## src/rtl/guarded_sfr_pkg.sv

```systemverilog
package guarded_sfr_pkg;
  localparam int REG_W     = 8;
  localparam int BUS_W     = 16;
  localparam int NUM_REGS  = 2;
  localparam int NUM_FLAGS = 5;

  // register holding each flag
  function automatic int flagReg(input int f);
    return (f == 4) ? 1 : 0;
  endfunction

  // bit position of each flag inside its register
  function automatic int flagBit(input int f);
    case (f)
      0:       return 1;
      1:       return 3;
      2:       return 5;
      3:       return 7;
      default: return 2;
    endcase
  endfunction

  function automatic logic [REG_W-1:0] implMask(input int r);
    return (r == 1) ? REG_W'(8'h07) : {REG_W{1'b1}};
  endfunction

  function automatic logic [REG_W-1:0] guardMask(input int r);
    logic [REG_W-1:0] m;
    m = '0;
    for (int f = 0; f < NUM_FLAGS; f++)
      if (flagReg(f) == r) m[flagBit(f)] = 1'b1;
    return m;
  endfunction

  function automatic logic [NUM_FLAGS-1:0] flagsOfReg(input int r);
    logic [NUM_FLAGS-1:0] m;
    m = '0;
    for (int f = 0; f < NUM_FLAGS; f++)
      if (flagReg(f) == r) m[f] = 1'b1;
    return m;
  endfunction

  typedef struct packed {
    logic [NUM_REGS-1:0] plainWr;
    logic [NUM_REGS-1:0] rmwWr;
    logic [NUM_REGS-1:0] rmwRd;
    logic [NUM_REGS-1:0] rdSel;
  } gsrStrobes_t;
endpackage

```

## src/rtl/guarded_sfr_ctrl.sv

```systemverilog
module guarded_sfr_ctrl
  import guarded_sfr_pkg::*;
#(
  parameter int ADDR_W = 2
) (
  input  logic [ADDR_W-1:0] busAddr,
  input  logic              wrEn,
  input  logic              rmwRead,
  input  logic              rmwWrite,
  output gsrStrobes_t       stb
);
  always_comb begin
    stb = '0;
    for (int r = 0; r < NUM_REGS; r++) begin
      if (int'(busAddr) == r) begin
        stb.rdSel[r]   = 1'b1;
        stb.rmwRd[r]   = rmwRead;
        stb.rmwWr[r]   = rmwWrite;
        stb.plainWr[r] = wrEn & ~rmwWrite;
      end
    end
  end
endmodule

```

## src/rtl/guarded_sfr_dp.sv

```systemverilog
module guarded_sfr_dp
  import guarded_sfr_pkg::*;
(
  input  logic                 clk,
  input  logic                 rstN,
  input  gsrStrobes_t          stb,
  input  logic [REG_W-1:0]     wrByte,
  input  logic [NUM_FLAGS-1:0] hwSet,
  output logic [REG_W-1:0]     rdByte,
  output logic [NUM_FLAGS-1:0] flagsOut
);
  logic [NUM_REGS-1:0][REG_W-1:0] regQ;
  logic [NUM_REGS-1:0][REG_W-1:0] latchQ;

  for (genvar r = 0; r < NUM_REGS; r++) begin : g_reg
    localparam logic [REG_W-1:0] IMPL  = implMask(r);
    localparam logic [REG_W-1:0] GUARD = guardMask(r);
    logic [REG_W-1:0] setVec;
    logic [REG_W-1:0] regD;
    logic [REG_W-1:0] latchD;

    always_comb begin
      setVec = '0;
      for (int f = 0; f < NUM_FLAGS; f++)
        if (flagReg(f) == r) setVec = setVec | (REG_W'(hwSet[f]) << flagBit(f));
    end

    always_comb begin
      regD = regQ[r];
      if (stb.rmwWr[r])        regD = (wrByte & IMPL) | (latchQ[r] & GUARD);
      else if (stb.plainWr[r]) regD = wrByte & IMPL;
      regD = regD | setVec;     // hardware set wins
      latchD = latchQ[r];
      if (stb.rmwRd[r]) latchD = '0;
      latchD = (latchD | setVec) & GUARD;
    end

    always_ff @(posedge clk) begin
      if (!rstN) begin
        regQ[r]   <= '0;
        latchQ[r] <= '0;
      end else begin
        regQ[r]   <= regD;
        latchQ[r] <= latchD;
      end
    end
  end

  always_comb begin
    rdByte = '0;
    for (int r = 0; r < NUM_REGS; r++)
      if (stb.rdSel[r]) rdByte = rdByte | regQ[r];
  end

  for (genvar f = 0; f < NUM_FLAGS; f++) begin : g_flag
    assign flagsOut[f] = regQ[flagReg(f)][flagBit(f)];
  end
endmodule

```

## src/rtl/guarded_sfr.sv

```systemverilog
module guarded_sfr
  import guarded_sfr_pkg::*;
#(
  parameter int ADDR_W = 2
) (
  input  logic                 clk,
  input  logic                 rstN,
  input  logic [ADDR_W-1:0]    busAddr,
  input  logic                 wrEn,
  input  logic                 rmwRead,
  input  logic                 rmwWrite,
  input  logic [BUS_W-1:0]     wrData,
  input  logic [NUM_FLAGS-1:0] hwSet,
  output logic [BUS_W-1:0]     rdData,
  output logic [NUM_FLAGS-1:0] flagsOut
);
  gsrStrobes_t      stb;
  logic [REG_W-1:0] rdByte;
  logic             unusedUpper;

  assign unusedUpper = ^wrData[BUS_W-1:REG_W];

  guarded_sfr_ctrl #(.ADDR_W(ADDR_W)) u_ctrl (
    .busAddr (busAddr),
    .wrEn    (wrEn),
    .rmwRead (rmwRead),
    .rmwWrite(rmwWrite),
    .stb     (stb)
  );

  guarded_sfr_dp u_dp (
    .clk     (clk),
    .rstN    (rstN),
    .stb     (stb),
    .wrByte  (wrData[REG_W-1:0]),
    .hwSet   (hwSet),
    .rdByte  (rdByte),
    .flagsOut(flagsOut)
  );

  assign rdData = {{(BUS_W-REG_W){1'b0}}, rdByte};
endmodule

```

## config.mk

```make
export PLATFORM = sky130hd
export DESIGN_NAME = guarded_sfr
export DESIGN_NICKNAME = d
export VERILOG_FILES = /design/src/rtl/guarded_sfr_pkg.sv /design/src/rtl/guarded_sfr_ctrl.sv /design/src/rtl/guarded_sfr_dp.sv /design/src/rtl/guarded_sfr.sv
export SDC_FILE = /design/constraint.sdc
export NUM_CORES = 1
export LEC_CHECK = 0
export ABC_AREA = 0
export BUFFER_PORTS_ARGS = -buffer_cell sky130_fd_sc_hd__buf_2
export CELL_PAD_IN_SITES_DETAIL_PLACEMENT = 1
export CELL_PAD_IN_SITES_GLOBAL_PLACEMENT = 2
export CORE_MARGIN = 4
export CORE_UTILIZATION = 22
export CTS_CLUSTER_DIAMETER = 60
export DETAILED_ROUTE_END_ITERATION = 8
export PLACE_DENSITY = 0.79
export SYNTH_ARGS = -nofsm -noshare
export SYNTH_HDL_FRONTEND = slang
export SYNTH_SLANG_ARGS = --single-unit
```

## constraint.sdc

```tcl
create_clock -name clk -period 1.3 [get_ports clk]
set_input_delay 0.13 -clock clk [delete_from_list [all_inputs] [get_ports clk]]
set_output_delay 0.13 -clock clk [all_outputs]
set_load 0.02 [all_outputs]
```

---- Word level (Yosys, flattened, before mapping) ----
Index checks and enable logic that the tools add are counted.
operators by class
  reductions and logical operators ........ 1
  bitwise operators ....................... 12
  equality and inequality tests ........... 1
  muxes and demuxes ....................... 16
operator list
  cell                  number
  $mux W8               7
  $or A8 B8 Y8          5
  $mux W1               8
  $or A8 B3 Y8          1
  $or A8 B6 Y8          1
  $or A3 B3 Y3          2
  $or A2 B4 Y4          1
  $mux W3               1
  $eq A2 B2 Y1 const B  1
  $logic_not A2 Y1      1
  $and A1 B1 Y1         1
  $not A1 Y1            1
word-level totals
  input port bits ......................... 28
  register bits ........................... 25
  word-level logic and storage cells ...... 35
  output and inout bits ................... 21

---- Depth between registers and ports, before layout ----
Gate-level depths: netlist (run 1).
  depth in word-level cells ............... 6
  mapped depth ............................ 5
  mapped depth without buffers ............ 3

---- Modules after synthesis ----
Synthesis (run 1) repeated with hierarchy kept, for this count alone.
unflattened totals
  cell total of the unflattened synthesis .. 93
  area, all modules ....................... 924.6 um^2
modules (own cells, without submodules)
  module            area an instance (um^2)  cells each  seq. area each (um^2)  times used
  guarded_sfr_dp    785.8                    76          320.3                  1
  guarded_sfr_ctrl  75.1                     8           0.0                    1
  guarded_sfr       63.8                     9           0.0                    1

---- Worst setup path before layout (run 1) ----
No wires, ideal clock.
  path type ............................... in2out
  from .................................... in busAddr[0]
  to ...................................... out rdData[3]
  arrival ................................. 0.923 ns
  setup slack ............................. 0.247 ns
  data required time ...................... 1.170 ns
  cell stages on the path ................. 4
  cells stage by stage .................... buf_2 nor2_2 buf_2 and2_1
on the way
  cells in the longest elaborated chain, start to end .. 5
RTL lines
  what                line                    text
  start: declaration  guarded_sfr.sv:8        input logic [ADDR_W-1:0] busAddr,
  $logic_not A2 Y1    guarded_sfr_ctrl.sv:15  if (int'(busAddr) == r) begin
  $mux W1             guarded_sfr_ctrl.sv:15
  $mux W8             guarded_sfr_dp.sv:52    if (stb.rdSel[r]) rdByte = rdByte | regQ[r];
  $or A8 B8 Y8        guarded_sfr_dp.sv:52
  $mux W8 (*)         guarded_sfr_dp.sv:52
  end: declaration    guarded_sfr.sv:14       output logic [BUS_W-1:0] rdData,
Every way passes the cells marked *; elsewhere a longest branch is shown, timed or not.

---- Worst setup path after layout (run 1) ----
  from .................................... in busAddr[0]
  to ...................................... out rdData[4]
The elaborated chain is that of the path after synthesis.

==> metrics, run 1 <==
post-cts gate resize count=0; Area growth syn-to-layout=26.3%; hold-fix buffers at CTS=0; total of flip-flops plus latches after synthesis=16; clock tree from TritonCTS=done; wire length of the first global-routing pass=3.62 mm; final max-slew violation count=0; RSZ-0062 raised after global routing=false; Max IR drop VDD=259 uV; Area contributors post-synth=dfxtp_1 (39%), buf_4 (12%), a21oi_1 (6.7%), a31oi_1 (6.1%), nand3_1 (6.1%); busiest layer in global routing=met2; Hold Violations, Final=0; total inserted antenna cells=0; first-iteration detailed-routing DRC count=32; slowest cell delay on critical path=0.19 ns; Critical Path Fanout Max=8; highest-delay cell along the critical path=nor2_2; number of violations of the max-capacitance limit=0; area of the die=4800 um2; buffer count from post-CTS setup fixing=0; met1 usage=10.1%; residual DRC count=0; met3 demand-to-capacity share in global routing=4.93%; class of the tightest hold or removal check=primary input to flip-flop; min cycle time layout=~1.0 ns; area of the core region=3630 um2; Pleak=0.477 nW; proportion of layout cells with a drive suffix above 1=31.6%; hold slack final=around 0.11 ns; Critical path buffers and inverters=3; Total GRT Usage=~9%; first-pass detailed-route iteration total=4; global routing usage on met2=15.1%; area share of the largest cell type after synthesis=38.7%; distinct cell type count after synthesis=24; std cell rows=22; Avg WL per Cell=between 10 and 15 um; maximum number of pins on one net before global-route repair=15; Final period util=80.5%; worst endpoint required time=roughly 1.2 ns; Final Worst Setup Slack=0.253 ns; Detailed Place HPWL=between 1.5 and 2 mm; Worst path top cell family by delay=buffers and inverters; layout net count=162; setup skew after layout=about 0.0025 ns; clock root buffer=clkbuf_8; remaining number of nets flagged by the antenna check after routing=0; number of synthesis warnings=0; type of the setup path with the least slack=primary input to primary output; Via-to-Cell Ratio=4.38; Avg Cell Area, Syn=8.03 um2; setup slack after placement=0.164 ns; list of cells traversed by the critical path=buf_2 > nor2_2 > buf_4 > and2_1 > buf_2; Setup Viol. Count Final=0; share of flip-flops with an asynchronous set or reset=0%; worst-skew pair later-pin latency=0.25 ns; total negative setup slack=0 ns; clock-pin slew of the registers on the worst-case setup and hold paths=about 0.060 ns; total number of vias=792; number of CTS-inserted buffers=3; final routed wirelength across all metal layers=2.17 mm; count of input and output buffers=32; via count of the first global-routing pass=811; gate count of the mapped netlist=103; weighted congestion at the end of routability-driven global placement=0.794; DIE HEIGHT=69.3 um; Initial Util=22.8%; peak clock frequency supported by timing=roughly 0.96 GHz; synthesized area=~830 um2; number of top-level pins=49; die width=69.3 um; Startpoint Class=primary input; total global routing overflow=0; EDFF count, synth=0; Clock Tree Buf Depth=2; sequential-to-total area share from yosys stat=38.7%; Crit. End Element=primary output; count of H-tree levels built during CTS=1; fillcell total=456; Worst Path Arrival=0.92 ns; final core area utilization=28.8%; predominant post-synthesis flop cell=dfxtp_1; run status=finished, final reports clean; Top cell by count, worst path=buf_2; antenna violations before repair=0; Power Dens Cells=1140 nW/um2; largest area contributor in the netlist=dfxtp_1; Clock Sink Count=16
-- placed cells by master (no fill, tap or decap) --
cell / netlist / final
a21boi_1: 1 / 1
conb_1: 1 / 8
and2b_1: 1 / 1
or3b_1: 1 / 1
a21oi_1: 11 / 11
nor2_1: 8 / 8
a21boi_0: 1 / 1
o21ai_0: 4 / 4
dfxtp_1: 16 / 16
a31oi_1: 8 / 8
buf_4: 13 / 5
and2_1: 5 / 5
o31a_1: 1 / 1
o21a_1: 1 / 1
mux2i_1: 3 / 3
o21ai_1: 7 / 7
buf_2: 4 / 32
nor2_2: 1 / 1
nand2b_1: 1 / 1
nand2_1: 1 / 1
clkbuf_8: 0 / 4
nand3_1: 10 / 10
inv_1: 1 / 1
or2_1: 2 / 2
-- where the power goes --
part | internal [mW] | total, mW | switching [mW]
logic | 0.0832 | 0.218 | 0.135
registers | 0.522 | 0.539 | 0.0166
clock network | 0.268 | 0.435 | 0.167
-- cell usage after synthesis (all sizes together) (2+ instances only) --
master  number
and2         5
buf         17
a21oi       11
mux2i        3
a21boi       2
dfxtp       16
a31oi        8
nand3       10
o21ai       11
or2          2
nor2         9
-- stage by stage --
step,instance area [um2],instances,total power [mW]
2_1_floorplan,853,110,0.716
3_3_place_gp,990,177,0.765
3_5_place_dp,990,177,0.771
4_1_cts,1040,181,1.21
5_1_grt,1040,181,1.27
6_report,1040,181,1.19
-- kinds of logic (layout without fill, tap and decap cells) --
family / count (synthesis) / in the layout / synth area share [%]
DFF: 16 / 16 / 38.7
and+or+nand+nor: 30 / 30 / 18.9
other: 1 / 8 / 0.453
buffers and inverters: 19 / 42 / 15.1
AOI/OAI and AO/OA: 34 / 34 / 23.1
muxes: 3 / 3 / 3.63
-- final timing paths --
check | startpoint | end | slack, ns | cells past startpoint
min reg2reg | u_dp.regQ[4] | u_dp.regQ[4] | 0.48 | 2
max reg2reg | u_dp.latchQ[3] | u_dp.flagsOut[1] | 0.36 | 3
min | hwSet[3] | u_dp.latchQ[7] | 0.11 | 3
max | busAddr[0] | rdData[4] | 0.25 | 5
-- routing by layer --
layer / vias to the layer above / share of wire [%]
met2: 25 / 50
met1: 370 / 40
met4: 0 / 0
met5: - / 0
li1: 397 / -
met3: 0 / 10
-- cell type report --
cell class / count / area, um2 / area share (%)
Clock buffer: 4 / 55.1 / 5.27
Inverter: 1 / 3.75 / 0.359
Multi-Input combinational cell: 75 / 408 / 39.0
Sequential cell: 16 / 320 / 30.7
Tap cell: 48 / 60.1 / 5.75
Timing Repair Buffer: 37 / 198 / 18.9
-- worst reg2reg max path: cells and delay by family (launching register included) --
| kind | cells | cell delay (ns) |
|---|---|---|
| flops | 1 | 0.31 |
| compound gates | 3 | 0.54 |
-- registers in the layout (all words and copies together) (netlist names) --
signal         count
u_dp.regQ          6
u_dp.latchQ        5
u_dp.flagsOut      5
Note: power is estimated with default switching activity, not from simulation.
==> run 2: changes to the inputs <==
==> constraint.sdc (replaced) <==
create_clock -name clk -period 1.01 [get_ports clk]
set_input_delay 0.101 -clock clk [delete_from_list [all_inputs] [get_ports clk]]
set_output_delay 0.101 -clock clk [all_outputs]
set_load 0.02 [all_outputs]
==> run 2 against run 1 <==
Effect of this change:
- routed wire length is 11% higher
- non-clock buffer count is 10 higher
- sequential power is 29% higher
- sequential share of layout area is 2.0 points lower
- design area is 9.6% higher
- first-iteration DRC count is 53% higher
- cell count is 5.5% higher
- critical path depth is 2 lower
- clock power is 34% higher
- count of clock-buffer cells in the layout stayed put
- largest power group unchanged
- highest routed layer is now met4
==> metrics, run 2 (synthesis gave the netlist of run 1 again) <==
clock-pin slew of the registers on the worst-case setup and hold paths=0.07 ns; setup skew after layout=0.000273 ns; final routed wirelength across all metal layers=2.42 mm; total inserted antenna cells=0; area of the die=4800 um2; setup slack after placement=-0.0636 ns; first-iteration detailed-routing DRC count=49; area of the core region=roughly 3600 um2; end of the worst register-to-register path=u_dp.flagsOut[1]; area of all sequential standard cells=328 um2; highest-delay cell along the critical path=dfxtp_2; Finished Layout Cells=191; clock root buffer=clkbuf_8; number of cells on the worst reg-to-reg path=3; Final period util=99.7%; total global routing overflow=0; Area growth syn-to-layout=38.4%; maximum number of pins on one net before global-route repair=11; Worst Min Path Start=hwSet[3]; fillcell total=approximately 480; Critical path buffers and inverters=1; switching power total=0.446 mW; min cycle time layout=1.01 ns; Total GRT Usage=9.56%; first-pass detailed-route iteration total=4; weighted congestion at the end of routability-driven global placement=0.750; Setup Viol. Count Final=0; total placed cells including tap cells=186; cell depth of the worst hold path=3; final max-slew violation count=0; Startpoint Class=flip-flop; most frequent standard cell in the layout excluding fill and tap cells=buf_2; DIE HEIGHT=69.3 um; Crit. End Element=primary output; worst-skew pair later-pin latency=around 0.25 ns; count of input and output buffers=32; Worst path top cell family by delay=flip-flops; net switching share of the total power=27.8%; launch point of the worst reg-to-reg path=u_dp.latchQ[3]; clock tree from TritonCTS=done; cell internal pwr=1.16 mW; worst endpoint required time=0.91 ns; class of the tightest hold or removal check=primary input to flip-flop; reg-to-reg setup timing slack=0.06 ns; type of the setup path with the least slack=flip-flop to primary output; Initial Util=between 20 and 25%; Via-to-Cell Ratio=4.47; endpoint of the worst hold-timing path=u_dp.latchQ[7]; antenna violations before repair=0; Avg WL per Cell=~13 um; slowest cell delay on critical path=0.32 ns; share of total power in sequential cells=43.4%; combinational share of power=20.3%; Critical Path Fanout Max=3; run status=finished, final reports clean; count of H-tree levels built during CTS=1; total number of vias=853; layout net count=172; list of cells traversed by the critical path=mux2i_1 > nor2_1 > buf_4; residual DRC count=0; Clock Tree Buf Depth=2; Worst Path Arrival=0.91 ns; std cell rows=22; max reg flops=6; multi-input gate area in the final layout=about 410 um2; Largest Register=u_dp.regQ; highest-count cells in the layout ignoring fill and taps=buf_2 (27), buf_4 (20), a21oi_1 (11), nand3_1 (10), dfxtp_1 (10); number of violations of the max-capacitance limit=0; Max IR drop VDD=350 uV; Final Power=1.60 mW; RSZ-0062 raised after global routing=true; number of top-level pins=49; number of CTS-inserted buffers=3; Detailed Place HPWL=1.97 mm; Clock Sink Count=16; Pleak=0.527 nW; Hold Violations, Final=0; via count of the first global-routing pass=824; wire length of the first global-routing pass=3.83 mm; Power Dens Cells=approximately 1400 nW/um2; remaining number of nets flagged by the antenna check after routing=0; proportion of layout cells with a drive suffix above 1=40.6%; share of total power in the clock network=36.3%; peak clock frequency supported by timing=approximately 0.99 GHz; Final Worst Setup Slack=around 0.0034 ns; die width=69.3 um
[run 2: cell types whose count changed in the layout (fill, tap and decap cells not counted), sizes merged]
cell,change
buf,+10
[run 2: cell type report]
cell class / instances / area share, %
Clock buffer: 4 / 4.81
Multi-Input combinational cell: 75 / 36.1
Tap cell: 48 / 5.25
Timing Repair Buffer: 47 / 24.9
Sequential cell: 16 / 28.6
Inverter: 1 / 0.328
[run 2: worst max path at each step]
stage / cells after the start / slack, ns / startpoint / end
final: 3 / 0.003 / u_dp.flagsOut[0] / rdData[1]
after global routing: 3 / -0.06 / u_dp.flagsOut[4] / rdData[2]
after CTS: 3 / -0.00002 / u_dp.regQ[2] / rdData[2]
after detailed placement: 4 / -0.06 / busAddr[1] / u_dp.flagsOut[1]
after global placement: 4 / -0.03 / busAddr[1] / u_dp.flagsOut[1]
after floorplan: 4 / 0.02 / busAddr[0] / rdData[3]
[run 2: power groups by stage]
stage | combinational (mW) | sequential, mW | clock (mW)
detailed placement | 0.315 | 0.709 | 0
finish | 0.325 | 0.696 | 0.583
global placement | 0.306 | 0.706 | 0
global route | 0.356 | 0.702 | 0.604
CTS | 0.324 | 0.694 | 0.581
floorplan | 0.219 | 0.702 | 0
[run 2: worst reg2reg max path: stages, from the launching register on]
cell and delay, ns:
dfxtp_1 0.31, o21ai_0 0.16, a21oi_1 0.09, o31a_1 0.28
[run 2: timing repair]
item | CTS | global route
gates cloned | 0 | 0
buffers inserted | 1 | 0
pin swaps | 0 | 1
endpoints found under the setup margin | 2 | 8
hold buffers | 0 | 0
resized for setup | 4 | 8
[run 2: stage by stage]
stage          area, um2  utilization [%]    TNS (ns)  hold WS, ns
6_report            1140             31.5           0       0.0773
5_1_grt             1140             31.5      -0.172        0.102
4_1_cts             1130             31.0  -0.0000226       0.0845
3_5_place_dp        1060             29.1      -0.301        0.341
3_3_place_gp        1060             29.1      -0.113        0.331
2_1_floorplan        853                -           0        0.218
[run 2: layer usage]
layer	up-vias	track usage (%)	share of wire [%]
li1	420	-	-
met1	408	11.4	43
met2	23	16.3	50
met3	2	3.62	6.6
met4	0	1.95	0.37
met5	-	0	0
==> run 3: changes to the inputs <==
--- a/config.mk
+++ b/config.mk
@@ -10,10 +10,11 @@
 export CELL_PAD_IN_SITES_DETAIL_PLACEMENT = 1
 export CELL_PAD_IN_SITES_GLOBAL_PLACEMENT = 2
 export CORE_MARGIN = 4
-export CORE_UTILIZATION = 22
+export CORE_UTILIZATION = 23
+export CTS_BUF_LIST = sky130_fd_sc_hd__clkbuf_2 sky130_fd_sc_hd__clkbuf_4 sky130_fd_sc_hd__clkbuf_8
 export CTS_CLUSTER_DIAMETER = 60
 export DETAILED_ROUTE_END_ITERATION = 8
-export PLACE_DENSITY = 0.79
+export PLACE_DENSITY = 0.82
 export SYNTH_ARGS = -nofsm -noshare
 export SYNTH_HDL_FRONTEND = slang
 export SYNTH_SLANG_ARGS = --single-unit
==> run 3 against run 2 <==
Effect of this change:
- the run now ends with negative setup slack left
- cell count down 1.0%
- die area fell by 3.9%
- clock skew about the same
==> metrics, run 3 (synthesis gave the netlist of run 1 again) <==
run status=finished with violations; violations in the final reports=negative setup slack; Final Worst Setup Slack=-0.0422 ns; Largest Register=u_dp.regQ; first-pass detailed-route iteration total=3; std cell rows=21; clock tree from TritonCTS=done; clock root buffer=clkbuf_4; setup slack after placement=-0.0639 ns; via count of the first global-routing pass=848; hold-fix buffers at CTS=0; Critical Path Sink=rdData[1]; switching power total=~0.42 mW; count of H-tree levels built during CTS=1; wire length of the first global-routing pass=3.86 mm; Finished Layout Cells=approximately 190; final core area utilization=34.0%; most frequent standard cell in the layout excluding fill and tap cells=buf_2; class of the tightest hold or removal check=primary input to flip-flop; highest-count cells in the layout ignoring fill and taps=buf_2 (26), buf_4 (15), a21oi_1 (11), nand3_1 (10); maximum number of pins on one net before global-route repair=11; Crit. End Element=primary output; area of the core region=3420 um2; type of the setup path with the least slack=flip-flop to primary output; Hold Violations, Final=0; final routed wirelength across all metal layers=2.41 mm; number of top-level pins=49; proportion of layout cells with a drive suffix above 1=about 44%; RSZ-0062 raised after global routing=true; Area growth syn-to-layout=40.5%; first-iteration detailed-routing DRC count=29; min cycle time layout=1.05 ns; worst endpoint required time=0.91 ns; number of CTS-inserted buffers=3; count of input and output buffers=32; launching element of the worst setup path=u_dp.flagsOut[0]; Critical Path Fanout Max=3; area of the die=4620 um2; residual DRC count=0; clock-pin slew of the registers on the worst-case setup and hold paths=~0.10 ns; peak clock frequency supported by timing=0.950 GHz; Startpoint Class=flip-flop; combinational share of power=23.1%; share of total power in the clock network=between 20% and 30%; net switching share of the total power=28.6%; total inserted antenna cells=0; hold slack final=0.0428 ns; Via-to-Cell Ratio=4.47; final max-slew violation count=0; total global routing overflow=0; launch point of the worst reg-to-reg path=u_dp.latchQ[3]; Worst Path Arrival=0.95 ns; worst-skew pair later-pin latency=around 0.28 ns; Post-Place Cell Area=roughly 1100 um2; setup skew after layout=0.000374 ns; Detailed Place HPWL=1.93 mm; layout net count=roughly 170; remaining number of nets flagged by the antenna check after routing=0; DIE HEIGHT=68.0 um; Total GRT Usage=11.0%; total placed cells including tap cells=between 150 and 200; Max IR drop VDD=380 uV; Final period util=104%; Clock Tree Buf Depth=2; Power Dens Cells=1260 nW/um2; Clock Sink Count=16; weighted congestion at the end of routability-driven global placement=0.741; Setup Viol. Count Final=3; number of cells on the worst reg-to-reg path=3; total number of vias=844; end of the worst register-to-register path=u_dp.flagsOut[1]; share of total power in sequential cells=47.7%; antenna violations before repair=0; Avg WL per Cell=12.8 um; reg-to-reg setup timing slack=0.05 ns; die width=around 70 um; max reg flops=6; Initial Util=24.2%; cell internal pwr=1.04 mW; Pleak=approximately 0.53 nW; fillcell total=between 400 and 500; number of violations of the max-capacitance limit=0; post-route design area=approximately 1200 um2
-- run 3: power by group through the flow --
stage | Clock, mW | Sequential, mW | Combinational, mW
2_1_floorplan | 0 | 0.702 | 0.219
3_3_place_gp | 0 | 0.705 | 0.309
3_5_place_dp | 0 | 0.708 | 0.318
4_1_cts | 0.445 | 0.695 | 0.325
5_1_grt | 0.468 | 0.704 | 0.370
6_report | 0.427 | 0.697 | 0.337
-- run 3: timing repair --
item / CTS / global route
setup buffers: 0 / 2
gates cloned: 0 / 0
setup endpoints to repair: 7 / 8
gates resized for setup: 8 / 14
-- run 3: through the flow --
step           TNS, ns  power, mW
6_report        -0.110       1.46
5_1_grt         -0.361       1.54
4_1_cts         -0.173       1.46
3_5_place_dp    -0.209       1.03
3_3_place_gp   -0.0634       1.01
2_1_floorplan        0      0.921
-- run 3: worst min path at each step --
stage / start / end / slack (ns) / cells after the start
after global routing: hwSet[4] / u_dp.latchQ[10] / 0.04 / 2
after global placement: hwSet[1] / u_dp.latchQ[3] / 0.34 / 3
after floorplan: hwSet[0] / u_dp.latchQ[1] / 0.22 / 2
after detailed placement: hwSet[4] / u_dp.latchQ[10] / 0.34 / 2
final: hwSet[1] / u_dp.latchQ[3] / 0.04 / 3
after CTS: hwSet[4] / u_dp.latchQ[10] / 0.04 / 2
-- run 3: per-layer routing --
metal	track usage [%]	wire [um]	share of wire [%]	vias up
li1	-	-	-	419
met1	12.3	1020	42	397
met2	20.0	1210	50	26
met3	2.30	175	7.3	2
met4	4.22	7	0.29	0
met5	0	0	0	-
-- run 3: final cells by class --
cell class              count  area (um2)  share of cell area (%)
repair buffers             47         319                    27.4
well taps                  46        57.6                    4.95
multi-input cells          75         415                    35.7
clock buffers               4        36.3                    3.12
flip-flops and latches     16         330                    28.4
inverters                   1        3.75                   0.323
-- run 3: critical path, cell delays in order (launching register included) --
cell and delay (ns):
dfxtp_2 0.33, mux2i_1 0.13, nor2_1 0.06, buf_4 0.15
